### config.mk
export PLATFORM = sky130hd
export DESIGN_NAME = cycle_sequencer
export DESIGN_NICKNAME = d
export VERILOG_FILES = /design/src/rtl/cycle_sequencer.sv
export SDC_FILE = /design/constraint.sdc
export NUM_CORES = 1
export LEC_CHECK = 0
export ABC_AREA = 1
export BUFFER_PORTS_ARGS = -buffer_cell sky130_fd_sc_hd__buf_2
export CAP_MARGIN = 20
export CORE_ASPECT_RATIO = 1.25
export CORE_MARGIN = 2
export CORE_UTILIZATION = 38
export CTS_CLUSTER_DIAMETER = 40
export DETAILED_ROUTE_END_ITERATION = 8
export GPL_TIMING_DRIVEN = 0
export PLACE_DENSITY = 0.88
export SLEW_MARGIN = 15
export SYNTH_ARGS = -nofsm -noshare
export SYNTH_HDL_FRONTEND = slang
export SYNTH_SLANG_ARGS = --single-unit
export TNS_END_PERCENT = 30
### constraint.sdc
create_clock -name clk -period 1.8 [get_ports clk]
set_input_delay 0.36 -clock clk [delete_from_list [all_inputs] [get_ports clk]]
set_output_delay 0.36 -clock clk [all_outputs]
set_load 0.01 [all_outputs]
### src/rtl/cycle_sequencer.sv
`timescale 1ns/1ps
module cycle_sequencer #(
  parameter int WORD_W = 16,
  parameter int SC_W   = 4,
  parameter int OP_W   = 3
) (
  input  logic                 clk,
  input  logic                 rst,
  input  logic                 halt,
  input  logic [WORD_W-1:0]    ir,
  input  logic                 fgi,
  input  logic                 fgo,
  input  logic                 ien_on,
  input  logic                 ien_off,
  output logic [(1<<SC_W)-1:0] timing,
  output logic [(1<<OP_W)-1:0] opdec,
  output logic                 ind_bit,
  output logic                 int_req,
  output logic                 ien,
  output logic [2:0]           bus_sel,
  output logic                 ar_ld,
  output logic                 ar_clr,
  output logic                 tr_ld,
  output logic                 ir_ld,
  output logic                 pc_inr,
  output logic                 pc_clr,
  output logic                 mem_rd,
  output logic                 mem_wr,
  output logic                 go_reg,
  output logic                 go_io,
  output logic                 go_mem
);
  localparam int T_N    = 1 << SC_W;
  localparam int D_N    = 1 << OP_W;
  localparam int OP_MSB = WORD_W - 2;

  logic [SC_W-1:0] sc;
  logic i_q, r_q, ien_q;

  assign timing = {{(T_N-1){1'b0}}, 1'b1} << sc;
  assign opdec  = {{(D_N-1){1'b0}}, 1'b1} << ir[OP_MSB -: OP_W];

  logic run, d7, t0, t1, t2, t3, t4, t5, t6;
  assign run = ~halt;
  assign d7  = opdec[D_N-1];
  assign t0  = timing[0];
  assign t1  = timing[1];
  assign t2  = timing[2];
  assign t3  = timing[3];
  assign t4  = timing[4];
  assign t5  = timing[5];
  assign t6  = timing[6];

  logic fetch0, fetch1, irq0, irq1, irq2, indir, exe_end, sc_clr, r_set;
  assign fetch0 = run & ~r_q & t0;
  assign fetch1 = run & ~r_q & t1;
  assign irq0   = run &  r_q & t0;
  assign irq1   = run &  r_q & t1;
  assign irq2   = run &  r_q & t2;
  assign indir  = run & ~d7 & i_q & t3;

  assign exe_end = run & ((d7 & t3) |
                   (~d7 & (((opdec[3] | opdec[4]) & t4) |
                           ((opdec[0] | opdec[1] | opdec[2] | opdec[5]) & t5) |
                           (opdec[6] & t6))));
  assign sc_clr  = exe_end | irq2;
  assign r_set   = run & ien_q & (fgi | fgo) & ~(t0 | t1 | t2);

  always_ff @(posedge clk) begin
    if (rst) begin
      sc    <= '0;
      i_q   <= 1'b0;
      r_q   <= 1'b0;
      ien_q <= 1'b0;
    end else begin
      if (sc_clr)   sc <= '0;
      else if (run) sc <= sc + SC_W'(1);
      if (fetch0 == 1'b0 && run && ~r_q && t2) i_q <= ir[WORD_W-1];
      if (irq2)       r_q <= 1'b0;
      else if (r_set) r_q <= 1'b1;
      if (irq2 | ien_off) ien_q <= 1'b0;
      else if (ien_on)    ien_q <= 1'b1;
    end
  end

  always_comb begin
    bus_sel = 3'b000;
    if (fetch0 | irq0) bus_sel = 3'b010;
    if (fetch1 | indir) bus_sel = 3'b111;
    if (irq1) bus_sel = 3'b110;
  end

  assign ind_bit = i_q;
  assign int_req = r_q;
  assign ien     = ien_q;
  assign ar_ld   = fetch0 | indir;
  assign ar_clr  = irq0;
  assign tr_ld   = irq0;
  assign ir_ld   = fetch1;
  assign pc_inr  = fetch1 | irq2;
  assign pc_clr  = irq1;
  assign mem_rd  = fetch1 | indir;
  assign mem_wr  = irq1;
  assign go_reg  = run & d7 & ~i_q & t3;
  assign go_io   = run & d7 &  i_q & t3;
  assign go_mem  = run & ~d7 & t4;


  sc_range_chk: assert property (@(posedge clk) disable iff (rst) sc <= SC_W'(6));

  fetch_next_chk: assert property (@(posedge clk) disable iff (rst) ir_ld |=> timing[2]);

  rw_excl_chk: assert property (@(posedge clk) disable iff (rst) !(mem_rd && mem_wr));

  irq_done_chk: assert property (@(posedge clk) disable iff (rst)
    (pc_inr && int_req) |=> (timing[0] && !int_req && !ien));

  halt_hold_chk: assert property (@(posedge clk) disable iff (rst)
    halt |=> ($stable(timing) && $stable(int_req)));

  req_set_chk: assert property (@(posedge clk) disable iff (rst)
    (!halt && ien && (fgi || fgo) && (timing[2:0] == 3'b000)) |=> int_req);
endmodule

# Yosys cells after proc, flatten, opt, wreduce, memory -nomap -nowiden
# Index checks and enable logic that the tools add are counted.
[op_classes]
reduce_logical = 6
n_shift = 2
bitwise_logic = 47
muxes = 3
n_addsub = 1
[op_table]
columns = ["cell", "count"]
rows = [
  ["AND 1 bit", 25],
  ["OR 1 bit", 16],
  ["<< shifter 1 x 4 -> 16 bit, first input constant", 1],
  ["<< shifter 1 x 3 -> 8 bit, first input constant", 1],
  ["2-to-1 mux 3 bit", 2],
  ["NOT 1 bit", 6],
  ["OR reduction 2 bit", 3],
  ["adder 4 x 1 -> 4 bit, second input constant", 1],
  ["logical AND 1 bit", 3],
  ["2-to-1 mux 2 bit", 1],
]
[totals]
register_bits = 7
output_inout_bits = 41
inputBits = 23

# Logic depth before layout (Yosys ltp)
[logic_depth]
depth_word = 12
ltp_mapped = 9

# Worst setup path before layout
# Ideal clock, no wire load.
[synth_timing]
path_type = "reg2out"
from = "reg sc[1]"
to = "out bus_sel[0]"
path_buffers = 0
path_stages_with_launch = 9
path_slack_ps = -4
arrival_ps = 1444
cell_sequence = "dfxtp_1 ha_1 ha_1 inv_1 nor2_1 nand2_1 nor3_2 nor2_2 nor2_1"
[synth_via]
elab_chain_cells = 5
[synth_rtl]
columns = ["item", "line_no", "source"]
rows = [
  ["from (decl)", "37", "logic [SC_W-1:0] sc;"],
  ["from (signal assigned)", "77", "else if (run) sc <= sc + SC_W'(1);"],
  ["<< shifter 1 x 4 -> 16 bit", "40", "assign timing = {{(T_N-1){1'b0}}, 1'b1} << sc;"],
  ["via timing[3]", "15", "output logic [(1<<SC_W)-1:0] timing,"],
  ["AND 1 bit", "60", "assign indir = run & ~d7 & i_q & t3;"],
  ["OR 1 bit", "89", "if (fetch1 | indir) bus_sel = 3'b111;"],
  ["2-to-1 mux 3 bit", "89", ""],
  ["2-to-1 mux 3 bit", "90", "if (irq1) bus_sel = 3'b110;"],
  ["to (decl)", "20", "output logic [2:0] bus_sel,"],
]
# The timed path passes the listed nets, and every way through them passes these cells.

# Worst setup path after layout
[layout_timing]
from = "reg sc[0]"
to = "out timing[3]"
[layout_via]
elab_chain_cells = 1
[layout_rtl]
columns = ["item", "line_no"]
rows = [
  ["<< shifter 1 x 4 -> 16 bit", "40"],
  ["to (decl)", "15"],
]
# No other way between the ends.

==> run summary <==
crit path cell chain: ha_4, ha_4, inv_2, nor2_4, buf_4, buf_4, buf_6, buf_6, buf_6
sequential-to-total area share from yosys stat: 0.182
minimum clock period: 1930 ps
IO Port Bufs: 50
max-cap check violation count: 0
WL final: 2230 um
PD cells: 408 nW/um^2
# setup viols final: 9
H-tree depth: 1
I/O pin total: 64
failing checks: negative setup slack
total CTS buffers: 3
status: finished with violations
Yosys top cell by area: dfxtp_1
multi-input logic area: 567 um^2
Detail Placement HPWL: 1660 um
crit-path max cell delay: 360 ps
skew final: 0.723 ps
Setup CP Type: reg2out
die height: 54.3 um
Critical Path AT: 1570 ps
synthesized flop and latch total: 7
share of post-route cells with drive strength above 1: 0.505
nets: 222
vias in the first global route: 862
Vias/cell: 4.79
Post-synth EDFFs: 0
CORE AREA: 1940 um^2
total power: 0.517 mW
max-slew violations: 0
relative slew slack: 0.857
peak supply drop: 0.374 mV
Worst path most repeated cell: buf_6
Clk Latency, worst-skew pair: 240 ps
Post-Syn Area: 768 um^2
Area contributors post-synth: dfxtp_1 (18%), nor2_1 (15%), inv_1 (12%)
initial antenna violation count: 0
first-pass GRT wire length: 3350 um
Pre-antenna DRT Iters: 4
RSZ-0062 raised after global routing: yes
GRT Residual Overflow: 0
WL/cell: 10.5 um
Required @ worst endpoint: 1440 ps
Worst path slowest cell: dfxtp_4
Placement Setup Slack: -36.9 ps
initial drt markers: 14
chip width: 44.2 um
CTS root buf: clkbuf_4
HP Class: in2reg
delay-heaviest family, CP: buffers and inverters
Routed Antenna Nets: 0
DRC: 0
starting density of the core: 0.397
worst setup margin: -135 ps
Post-Syn Instances: 128
FMAX: 517 MHz
area delta synth->final: 64.7%
number of diodes: 0
final core utilization: 0.653
FF/Latch Area: 148 um^2
WHS: 280 ps
Cell variety after synth: 24
Slew @ Worst Pin: 212 ps
syn nets: 157
Leakage: 0.757 nW
Synth async-reset ratio: 0
Fin. Hold Viols: 0
CTS max path bufs: 2
gr usage total: 0.184
CP Capture Type: primary output
Avg Cell Area, Syn: 6.00 um^2
pin count of the biggest net entering global routing: 11
GPL Wtd Cong: 0.786
CTS Hold Buffers Added: 0
Reg clk slew, reported paths: 50 ps
fillers: 163
Syn. warnings: 0
CTS tree: done
Core Rows: 18
CP bufs+invs: 6
Total Die Area: 2400 um^2
area share of the largest cell type after synthesis: 0.182
CP Max Fanout: 4
Vias: 1016
crit start category: register
clock sinks: 7
Top FF cell, synth: dfxtp_1
fin crit share: 1.07
[worst paths after layout]
path                             end                from  slack [ps]  cells after the start
hold / removal      ien$_SDFFE_PP0P_             ien_off         280                      2
hold reg to reg     ien$_SDFFE_PP0P_    ien$_SDFFE_PP0P_         510                      2
setup / recovery           timing[3]  sc[0]$_SDFFE_PP0N_        -130                      9
setup reg to reg  sc[0]$_SDFFE_PP0N_  sc[1]$_SDFFE_PP0N_         430                      9
[logic make-up after synthesis]
kind of cell,Yosys count,synth area share
simple gates,75,0.440
buf+inv,32,0.208
flops,7,0.182
compound gates,6,0.0472
fa+ha+maj,6,0.0977
xor+xnor,1,0.0114
mux,1,0.0130
[worst register-to-register path, delay by kind of cell, from the launching register on]
kind / cells / cell delay [ps]
and+or+nand+nor: 6 / 510
DFF: 1 / 350
buffers and inverters: 2 / 250
adders and majority gates: 1 / 180
[sequential cells by signal, indices dropped and copies added, names as in the netlist]
register,cells
ien,1
sc,4
ind_bit,1
int_req,1
[metrics by stage]
step                      TNS, ps  cell area [um^2]  instances
after global placement      -78.8              1050        198
after global routing        -2250              1260        212
final                        -921              1260        212
after detailed placement     -140              1050        198
after floorplan                 0               771        128
after CTS                   -1280              1170        208
[synth_stat cells, types with 2 or more instances]
| library cell | instances |
|---|---|
| nand2_1 | 20 |
| dfxtp_1 | 7 |
| buf_4 | 2 |
| nand3_2 | 2 |
| nor2_1 | 30 |
| buf_6 | 4 |
| nor2_2 | 3 |
| nand4_1 | 2 |
| nand3_1 | 6 |
| a21oi_1 | 2 |
| o21ai_0 | 2 |
| ha_1 | 6 |
| inv_1 | 24 |
| nor3_1 | 8 |
[power breakdown]
part | internal [mW] | switching, mW | total (mW)
clock network | 0.0842 | 0.0517 | 0.136
registers | 0.163 | 0.00853 | 0.172
logic | 0.0866 | 0.122 | 0.209
[final cells by class]
cell class,instances,area share
tap,20,0.0198
buffer,6,0.0475
multi-input combinational,89,0.448
clock buffer,4,0.0208
timing repair buffer,60,0.268
sequential,7,0.117
inverter,26,0.0791
[layout by cell type (no fill, tap or decap)]
| cell | count |
|---|---|
| inv_4 | 1 |
| buf_4 | 10 |
| nor2_2 | 3 |
| nand3_1 | 5 |
| ha_1 | 3 |
| dfxtp_1 | 5 |
| buf_6 | 7 |
| buf_2 | 49 |
| nand4_1 | 2 |
| dfxtp_4 | 2 |
| nand2_2 | 4 |
| nor2_1 | 24 |
| ha_2 | 1 |
| o21bai_1 | 1 |
| nor3_1 | 8 |
| o21ai_2 | 1 |
| nor2_4 | 6 |
| inv_2 | 4 |
| mux2i_1 | 1 |
| nand3_2 | 2 |
| nand2_1 | 17 |
| o21ai_0 | 2 |
| nor3_4 | 1 |
| clkbuf_4 | 3 |
| inv_1 | 21 |
| nand3_4 | 1 |
| clkbuf_1 | 1 |
| and3_1 | 1 |
| nor4_1 | 1 |
| xor2_1 | 1 |
| ha_4 | 2 |
| a21oi_1 | 2 |
[metal layers]
metal | track usage | wire [um] | up-vias
met1 | 0.194 | 862 | 463
li1 | - | - | 522
met2 | 0.321 | 1220 | 27
met4 | 0.146 | 38 | 0
met3 | 0.0330 | 109 | 4
met5 | 0 | 0 | -
[repair_timing]
item / in CTS / in global routing
endpoints found under the setup margin: 12 / 16
pin swaps: 8 / 7
setup buffers: 6 / 4
gates resized for setup: 17 / 15
Note: power is estimated with default switching activity, not from simulation.
